**config.mk**
```make
export PLATFORM = sky130hd
export DESIGN_NAME = cmpl_irq_coalescer
export DESIGN_NICKNAME = d
export VERILOG_FILES = /design/src/rtl/cic_pkg.sv /design/src/rtl/cic_queue_ctr.sv /design/src/rtl/cic_cfg.sv /design/src/rtl/cic_status.sv /design/src/rtl/cmpl_irq_coalescer.sv
export SDC_FILE = /design/constraint.sdc
export NUM_CORES = 1
export LEC_CHECK = 0
export BUFFER_PORTS_ARGS = -buffer_cell sky130_fd_sc_hd__buf_2
export CORE_MARGIN = 3
export CORE_UTILIZATION = 50
export CTS_BUF_LIST = sky130_fd_sc_hd__clkbuf_8
export DETAILED_ROUTE_END_ITERATION = 8
export PLACE_DENSITY = 0.68
export SLEW_MARGIN = 10
export SYNTH_ARGS = -nofsm -noshare
export SYNTH_HDL_FRONTEND = slang
export SYNTH_HIERARCHICAL = 1
export SYNTH_SLANG_ARGS = --single-unit
```
**constraint.sdc**
```tcl
create_clock -name clk -period 11.8 [get_ports clk]
set_input_delay 0.59 -clock clk [delete_from_list [all_inputs] [get_ports clk]]
set_output_delay 0.59 -clock clk [all_outputs]
set_load 0.02 [all_outputs]
```
**src/rtl/cic_pkg.sv**
```systemverilog
package cic_pkg;

    localparam int DATA_W  = 32;
    localparam int ADDR_W  = 3;
    localparam int NQ      = 2;
    localparam int Q_RX    = 0;
    localparam int Q_TX    = 1;

    // status bit positions and batch-size field placement
    localparam int RX_IN_BIT   = 17;
    localparam int TX_IN_BIT   = 19;
    localparam int RX_TMO_BIT  = 28;
    localparam int TX_TMO_BIT  = 29;
    localparam int TX_CTH_LSB  = 16;

    typedef enum logic [ADDR_W-1:0] {
        A_RAW  = 3'd0,
        A_EN   = 3'd1,
        A_MSK  = 3'd2,
        A_CTH  = 3'd3,
        A_RTMO = 3'd4,
        A_TTMO = 3'd5
    } reg_addr_e;

    typedef struct packed {
        logic cnt_hit;
        logic tmo_hit;
    } q_evt_t;

    localparam logic [DATA_W-1:0] CTH_RESET = 32'h0001_0001;

    function automatic int in_bit(input int q);
        return (q == Q_RX) ? RX_IN_BIT : TX_IN_BIT;
    endfunction

    function automatic int tmo_bit(input int q);
        return (q == Q_RX) ? RX_TMO_BIT : TX_TMO_BIT;
    endfunction

    function automatic int cth_lsb(input int q);
        return (q == Q_RX) ? 0 : TX_CTH_LSB;
    endfunction

    function automatic logic [DATA_W-1:0] impl_mask();
        logic [DATA_W-1:0] m;
        m = '0;
        for (int q = 0; q < NQ; q++) begin
            m[in_bit(q)]  = 1'b1;
            m[tmo_bit(q)] = 1'b1;
        end
        return m;
    endfunction

endpackage

```
**src/rtl/cic_queue_ctr.sv**
```systemverilog
module cic_queue_ctr
    import cic_pkg::*;
#(
    parameter int CNT_W = 16,
    parameter int TMO_W = 32
) (
    input  logic             clk,
    input  logic             rst,
    input  logic             arrive,
    input  logic [CNT_W-1:0] cnt_th,
    input  logic [TMO_W-1:0] tmo_th,
    output q_evt_t           evt
);

    logic [CNT_W-1:0] pend_q;
    logic [TMO_W-1:0] age_q;
    logic [CNT_W:0]   pend_inc;
    logic [TMO_W:0]   age_inc;
    logic             waiting;

    always_comb begin
        pend_inc    = {1'b0, pend_q} + 1'b1;
        age_inc     = {1'b0, age_q} + 1'b1;
        waiting     = (pend_q != '0);
        evt.cnt_hit = arrive && (pend_inc >= {1'b0, cnt_th});
        evt.tmo_hit = !evt.cnt_hit && waiting && (tmo_th != '0)
                      && (age_inc >= {1'b0, tmo_th});
    end

    always_ff @(posedge clk) begin
        if (rst) begin
            pend_q <= '0;
            age_q  <= '0;
        end else if (evt.cnt_hit || evt.tmo_hit) begin
            pend_q <= '0;
            age_q  <= '0;
        end else begin
            if (arrive) begin
                pend_q <= pend_inc[CNT_W-1:0];
            end
            age_q <= waiting ? age_inc[TMO_W-1:0] : '0;
        end
    end

endmodule

```
**src/rtl/cic_cfg.sv**
```systemverilog
module cic_cfg
    import cic_pkg::*;
#(
    parameter int TMO_W = 32
) (
    input  logic                      clk,
    input  logic                      rst,
    input  logic                      wr_en,
    input  logic [ADDR_W-1:0]         wr_addr,
    input  logic [DATA_W-1:0]         wr_data,
    output logic [DATA_W-1:0]         cth_q,
    output logic [NQ-1:0][TMO_W-1:0]  tmo_q
);

    always_ff @(posedge clk) begin
        if (rst) begin
            cth_q <= CTH_RESET;
            tmo_q <= '0;
        end else if (wr_en) begin
            case (reg_addr_e'(wr_addr))
                A_CTH:   cth_q       <= wr_data;
                A_RTMO:  tmo_q[Q_RX] <= wr_data[TMO_W-1:0];
                A_TTMO:  tmo_q[Q_TX] <= wr_data[TMO_W-1:0];
                default: ;
            endcase
        end
    end

endmodule

```
**src/rtl/cic_status.sv**
```systemverilog
module cic_status
    import cic_pkg::*;
(
    input  logic              clk,
    input  logic              rst,
    input  logic              wr_en,
    input  logic [ADDR_W-1:0] wr_addr,
    input  logic [DATA_W-1:0] wr_data,
    input  logic [DATA_W-1:0] set_vec,
    output logic [DATA_W-1:0] raw_q,
    output logic [DATA_W-1:0] en_q
);

    localparam logic [DATA_W-1:0] KEEP = impl_mask();

    logic [DATA_W-1:0] w1c;

    always_comb begin
        w1c = (wr_en && reg_addr_e'(wr_addr) == A_RAW) ? wr_data : '0;
    end

    always_ff @(posedge clk) begin
        if (rst) begin
            raw_q <= '0;
            en_q  <= '0;
        end else begin
            // hardware set is applied after the clear so it prevails
            raw_q <= ((raw_q & ~w1c) | set_vec) & KEEP;
            if (wr_en && reg_addr_e'(wr_addr) == A_EN) begin
                en_q <= wr_data;
            end
        end
    end

endmodule

```
**src/rtl/cmpl_irq_coalescer.sv**
```systemverilog
module cmpl_irq_coalescer
    import cic_pkg::*;
#(
    parameter int CNT_W = 16,
    parameter int TMO_W = 32
) (
    input  logic              clk,
    input  logic              rst,
    input  logic              rx_done_strb,
    input  logic              tx_done_strb,
    input  logic              wr_en,
    input  logic [ADDR_W-1:0] wr_addr,
    input  logic [DATA_W-1:0] wr_data,
    input  logic [ADDR_W-1:0] rd_addr,
    output logic [DATA_W-1:0] rd_data,
    output logic              irq
);

    logic [DATA_W-1:0]        raw_q;
    logic [DATA_W-1:0]        en_q;
    logic [DATA_W-1:0]        set_vec;
    logic [DATA_W-1:0]        cth_q;
    logic [NQ-1:0][TMO_W-1:0] tmo_q;
    logic [NQ-1:0]            arrive;
    q_evt_t                   evt [NQ];

    assign arrive[Q_RX] = rx_done_strb;
    assign arrive[Q_TX] = tx_done_strb;

    cic_cfg #(.TMO_W(TMO_W)) u_cfg (
        .clk     (clk),
        .rst     (rst),
        .wr_en   (wr_en),
        .wr_addr (wr_addr),
        .wr_data (wr_data),
        .cth_q   (cth_q),
        .tmo_q   (tmo_q)
    );

    for (genvar q = 0; q < NQ; q++) begin : g_q
        localparam int LSB = cth_lsb(q);
        cic_queue_ctr #(.CNT_W(CNT_W), .TMO_W(TMO_W)) u_ctr (
            .clk    (clk),
            .rst    (rst),
            .arrive (arrive[q]),
            .cnt_th (cth_q[LSB +: CNT_W]),
            .tmo_th (tmo_q[q]),
            .evt    (evt[q])
        );
    end

    always_comb begin
        set_vec = '0;
        for (int q = 0; q < NQ; q++) begin
            set_vec[in_bit(q)]  = evt[q].cnt_hit;
            set_vec[tmo_bit(q)] = evt[q].tmo_hit;
        end
    end

    cic_status u_status (
        .clk     (clk),
        .rst     (rst),
        .wr_en   (wr_en),
        .wr_addr (wr_addr),
        .wr_data (wr_data),
        .set_vec (set_vec),
        .raw_q   (raw_q),
        .en_q    (en_q)
    );

    always_comb begin
        case (reg_addr_e'(rd_addr))
            A_RAW:   rd_data = raw_q;
            A_EN:    rd_data = en_q;
            A_MSK:   rd_data = raw_q & en_q;
            A_CTH:   rd_data = cth_q;
            A_RTMO:  rd_data = DATA_W'(tmo_q[Q_RX]);
            A_TTMO:  rd_data = DATA_W'(tmo_q[Q_TX]);
            default: rd_data = '0;
        endcase
    end

    assign irq = |(raw_q & en_q);

endmodule

```
==> results_dict.tcl <==
set metrics [dict create \
    result_of_the_run "completed" \
    layout.nets 1860 \
    drt_pass1_iterations 5 \
    worstSetupEndpointType "flop" \
    cts-resized-gates 0 \
    start_util 0.511 \
    kind_of_cell_adding_the_most_delay_to_the_critical_path "simple AND/OR/NAND/NOR gates" \
    clk_latency_ps 550 \
    mostFrequentLayoutCell "sky130_fd_sc_hd__dfxtp_1" \
    r2r_end "u_status/raw_q[29]" \
    cp_slowest_stage_delay_ps 480 \
    die_y_um 178 \
    timing.max_cap.violations 0 \
    core-area_um2 28900 \
    via_count 12500 \
    netlist_area_um2 14800 \
    global_route_track_usage_on_met2 0.410 \
    drt_iter0_markers 1015 \
    cts.sink_count 228 \
    yosys_warnings 6 \
    syn-mean-instance-area_um2 8.75 \
    rel_slew_slack 0.269 \
    numPortBuffers 75 \
    rsz0062_at_grt "no" \
    syn2layout_area_growth_pct 8.16 \
    slew_violations 0 \
    grt-ovfl-total 0 \
    ctsLongestPathBuffers 3 \
    post-cts-setup-buffers 0 \
    die_area_um2 31700 \
    hold_path_startpoint "wr_data[19]" \
    rr_startpoint "g_q[1].u_ctr/age_q[0]" \
    number_of_global_route_vias_before_repair 12000 \
    vdd_ir_drop_max_uv 74.3 \
    critical_path.startpoint_type "flop" \
    antenna_left 0 \
    min_period_ps 4300 \
    hold_path_class "in2reg" \
    timing.reg2reg.setup_slack_ps 7500 \
    io_pins 76 \
    postRouteWirelength_mm 41.4 \
    rows 62 \
    route.detailed.drc 0 \
    timing.critical_path.required_ps 12240 \
    setup_crit_path_kind "reg2reg" \
    grt_start_max_net_pins 135 \
    dp_hpwl_mm 29.9 \
    grtUsageMet1 0.357 \
    setup_ws_ps 7500 \
    cp_data_arrival_time_ps 4750 \
    ctsHtreeMaxLevel 2 \
    gp_congestion 0.890 \
    final_tns_setup_ps 0 \
    place_worst_setup_slack_ps 7520 \
    pwr_density_cell_nw_per_um2 112 \
    grt_resource_usage_total 0.258 \
    wire_length_of_the_first_global_routing_pass_mm 65.3 \
    skew_ps 17.5 \
    cell_at_the_root_of_the_clock_tree "sky130_fd_sc_hd__clkbuf_8" \
    die_w_um 178 \
    final_min_period_over_clock_period 0.365 \
    critical_path.max_fanout 49 \
    max_freq_mhz 232 \
    leakage_nw 6.56 \
    wl_per_cell_um 19.4 \
    critical_path.slowest_cell "sky130_fd_sc_hd__nor4_1" \
    globalRoute.busiestLayer "met2" \
    via_per_inst 5.87 \
    final_cell_mix "sky130_fd_sc_hd__dfxtp_1 (228), sky130_fd_sc_hd__nand2b_1 (198), sky130_fd_sc_hd__mux2i_1 (130)" \
    cts.hold.buffers_added 0 \
    hold_path_depth 2 \
    timing.critical_path.cells "ha_1, nand4_1, nor3_4, nand2_1, xnor2_1, ha_1, nand4_1, nor4_1, nor2b_1, o41ai_1, a41oi_4, buf_4, nor2b_1, inv_1, a311oi_1" \
    cts_buffers 42 \
    hold_viol 0 \
    share_of_layout_cells_above_drive_strength_1 0.101 \
    final-setup-viol-count 0 \
    antennaDiodeCount 0 \
    crit_buf_inv 2 \
    grtUsageMet3 0.0390 \
    cts_tree "built" \
    cts.reportedPaths.clkPinSlew_ps 60 \
    antenna_found_initial 0 \
    timing.hold.worst_endpoint "u_status/raw_q[19]" \
    reg2reg_depth 15 \
    synthCells 1690 \
    max_slew.worst_pin.slew_ps 1100 \
]
## worst register-to-register path, stage by stage, from the launching register on
cell,delay [ps]
sky130_fd_sc_hd__dfxtp_1,460
sky130_fd_sc_hd__ha_1,300
sky130_fd_sc_hd__nand4_1,210
sky130_fd_sc_hd__nor3_4,370
sky130_fd_sc_hd__nand2_1,130
sky130_fd_sc_hd__xnor2_1,180
sky130_fd_sc_hd__ha_1,330
sky130_fd_sc_hd__nand4_1,170
sky130_fd_sc_hd__nor4_1,480
sky130_fd_sc_hd__nor2b_1,190
sky130_fd_sc_hd__o41ai_1,120
sky130_fd_sc_hd__a41oi_4,240
sky130_fd_sc_hd__buf_4,470
sky130_fd_sc_hd__nor2b_1,260
sky130_fd_sc_hd__inv_1,60
sky130_fd_sc_hd__a311oi_1,250
## flip-flops by register name, summed over array words and instances (netlist names)
signal            cells
g_q.u_ctr/age_q      64
g_q.u_ctr/pend_q     32
u_cfg/cth_q          32
u_cfg/tmo_q          64
u_status/en_q        32
u_status/raw_q        4
## layer usage
metal	vias to the layer above	routed length, um	share of wire
met5	-	0	0
met4	0	1350	0.033
met3	81	2450	0.059
met2	387	18700	0.45
met1	5954	18900	0.46
li1	6071	-	-
## final cells by class
| cell class | count | area [um2] |
|---|---|---|
| fill | 2648 | 12900 |
| multi-input combinational | 1245 | 9220 |
| sequential | 228 | 4560 |
| clock buffer | 54 | 743 |
| timing repair buffer | 91 | 498 |
| tap | 384 | 480 |
| inverter | 107 | 402 |
| clock inverter | 21 | 87.6 |
## where the power goes
group          total (W)  leakage [nW]  internal, W  switching [W]
combinational   0.000235          4.22    0.0000792       0.000156
sequential      0.000804          1.84     0.000784      0.0000201
clock           0.000749         0.489     0.000409       0.000340
## through the flow
| stage | std cells | area [um2] | power (W) | hold WS (ps) | utilization |
|---|---|---|---|---|---|
| finish | 2130 | 16000 | 0.00179 | 291 | 0.553 |
| CTS | 2130 | 16000 | 0.00180 | 263 | 0.553 |
| global placement | 2055 | 15200 | 0.00105 | 472 | 0.524 |
| global route | 2130 | 16000 | 0.00186 | 305 | 0.553 |
| floorplan | 1717 | 14900 | 0.000987 | 458 | - |
| detailed placement | 2055 | 15200 | 0.00105 | 480 | 0.524 |
## how the worst max path moves through the flow
stage                         endpoint  cells past startpoint                    from
floorplan           u_status/raw_q[28]                     17  g_q[0].u_ctr/age_q[10]
global placement    u_status/raw_q[29]                     15   g_q[1].u_ctr/age_q[0]
detailed placement  u_status/raw_q[29]                     15   g_q[1].u_ctr/age_q[0]
CTS                 u_status/raw_q[29]                     15   g_q[1].u_ctr/age_q[0]
global route        u_status/raw_q[29]                     15   g_q[1].u_ctr/age_q[0]
finish              u_status/raw_q[29]                     15   g_q[1].u_ctr/age_q[0]
(Power assumes the default switching activity.)
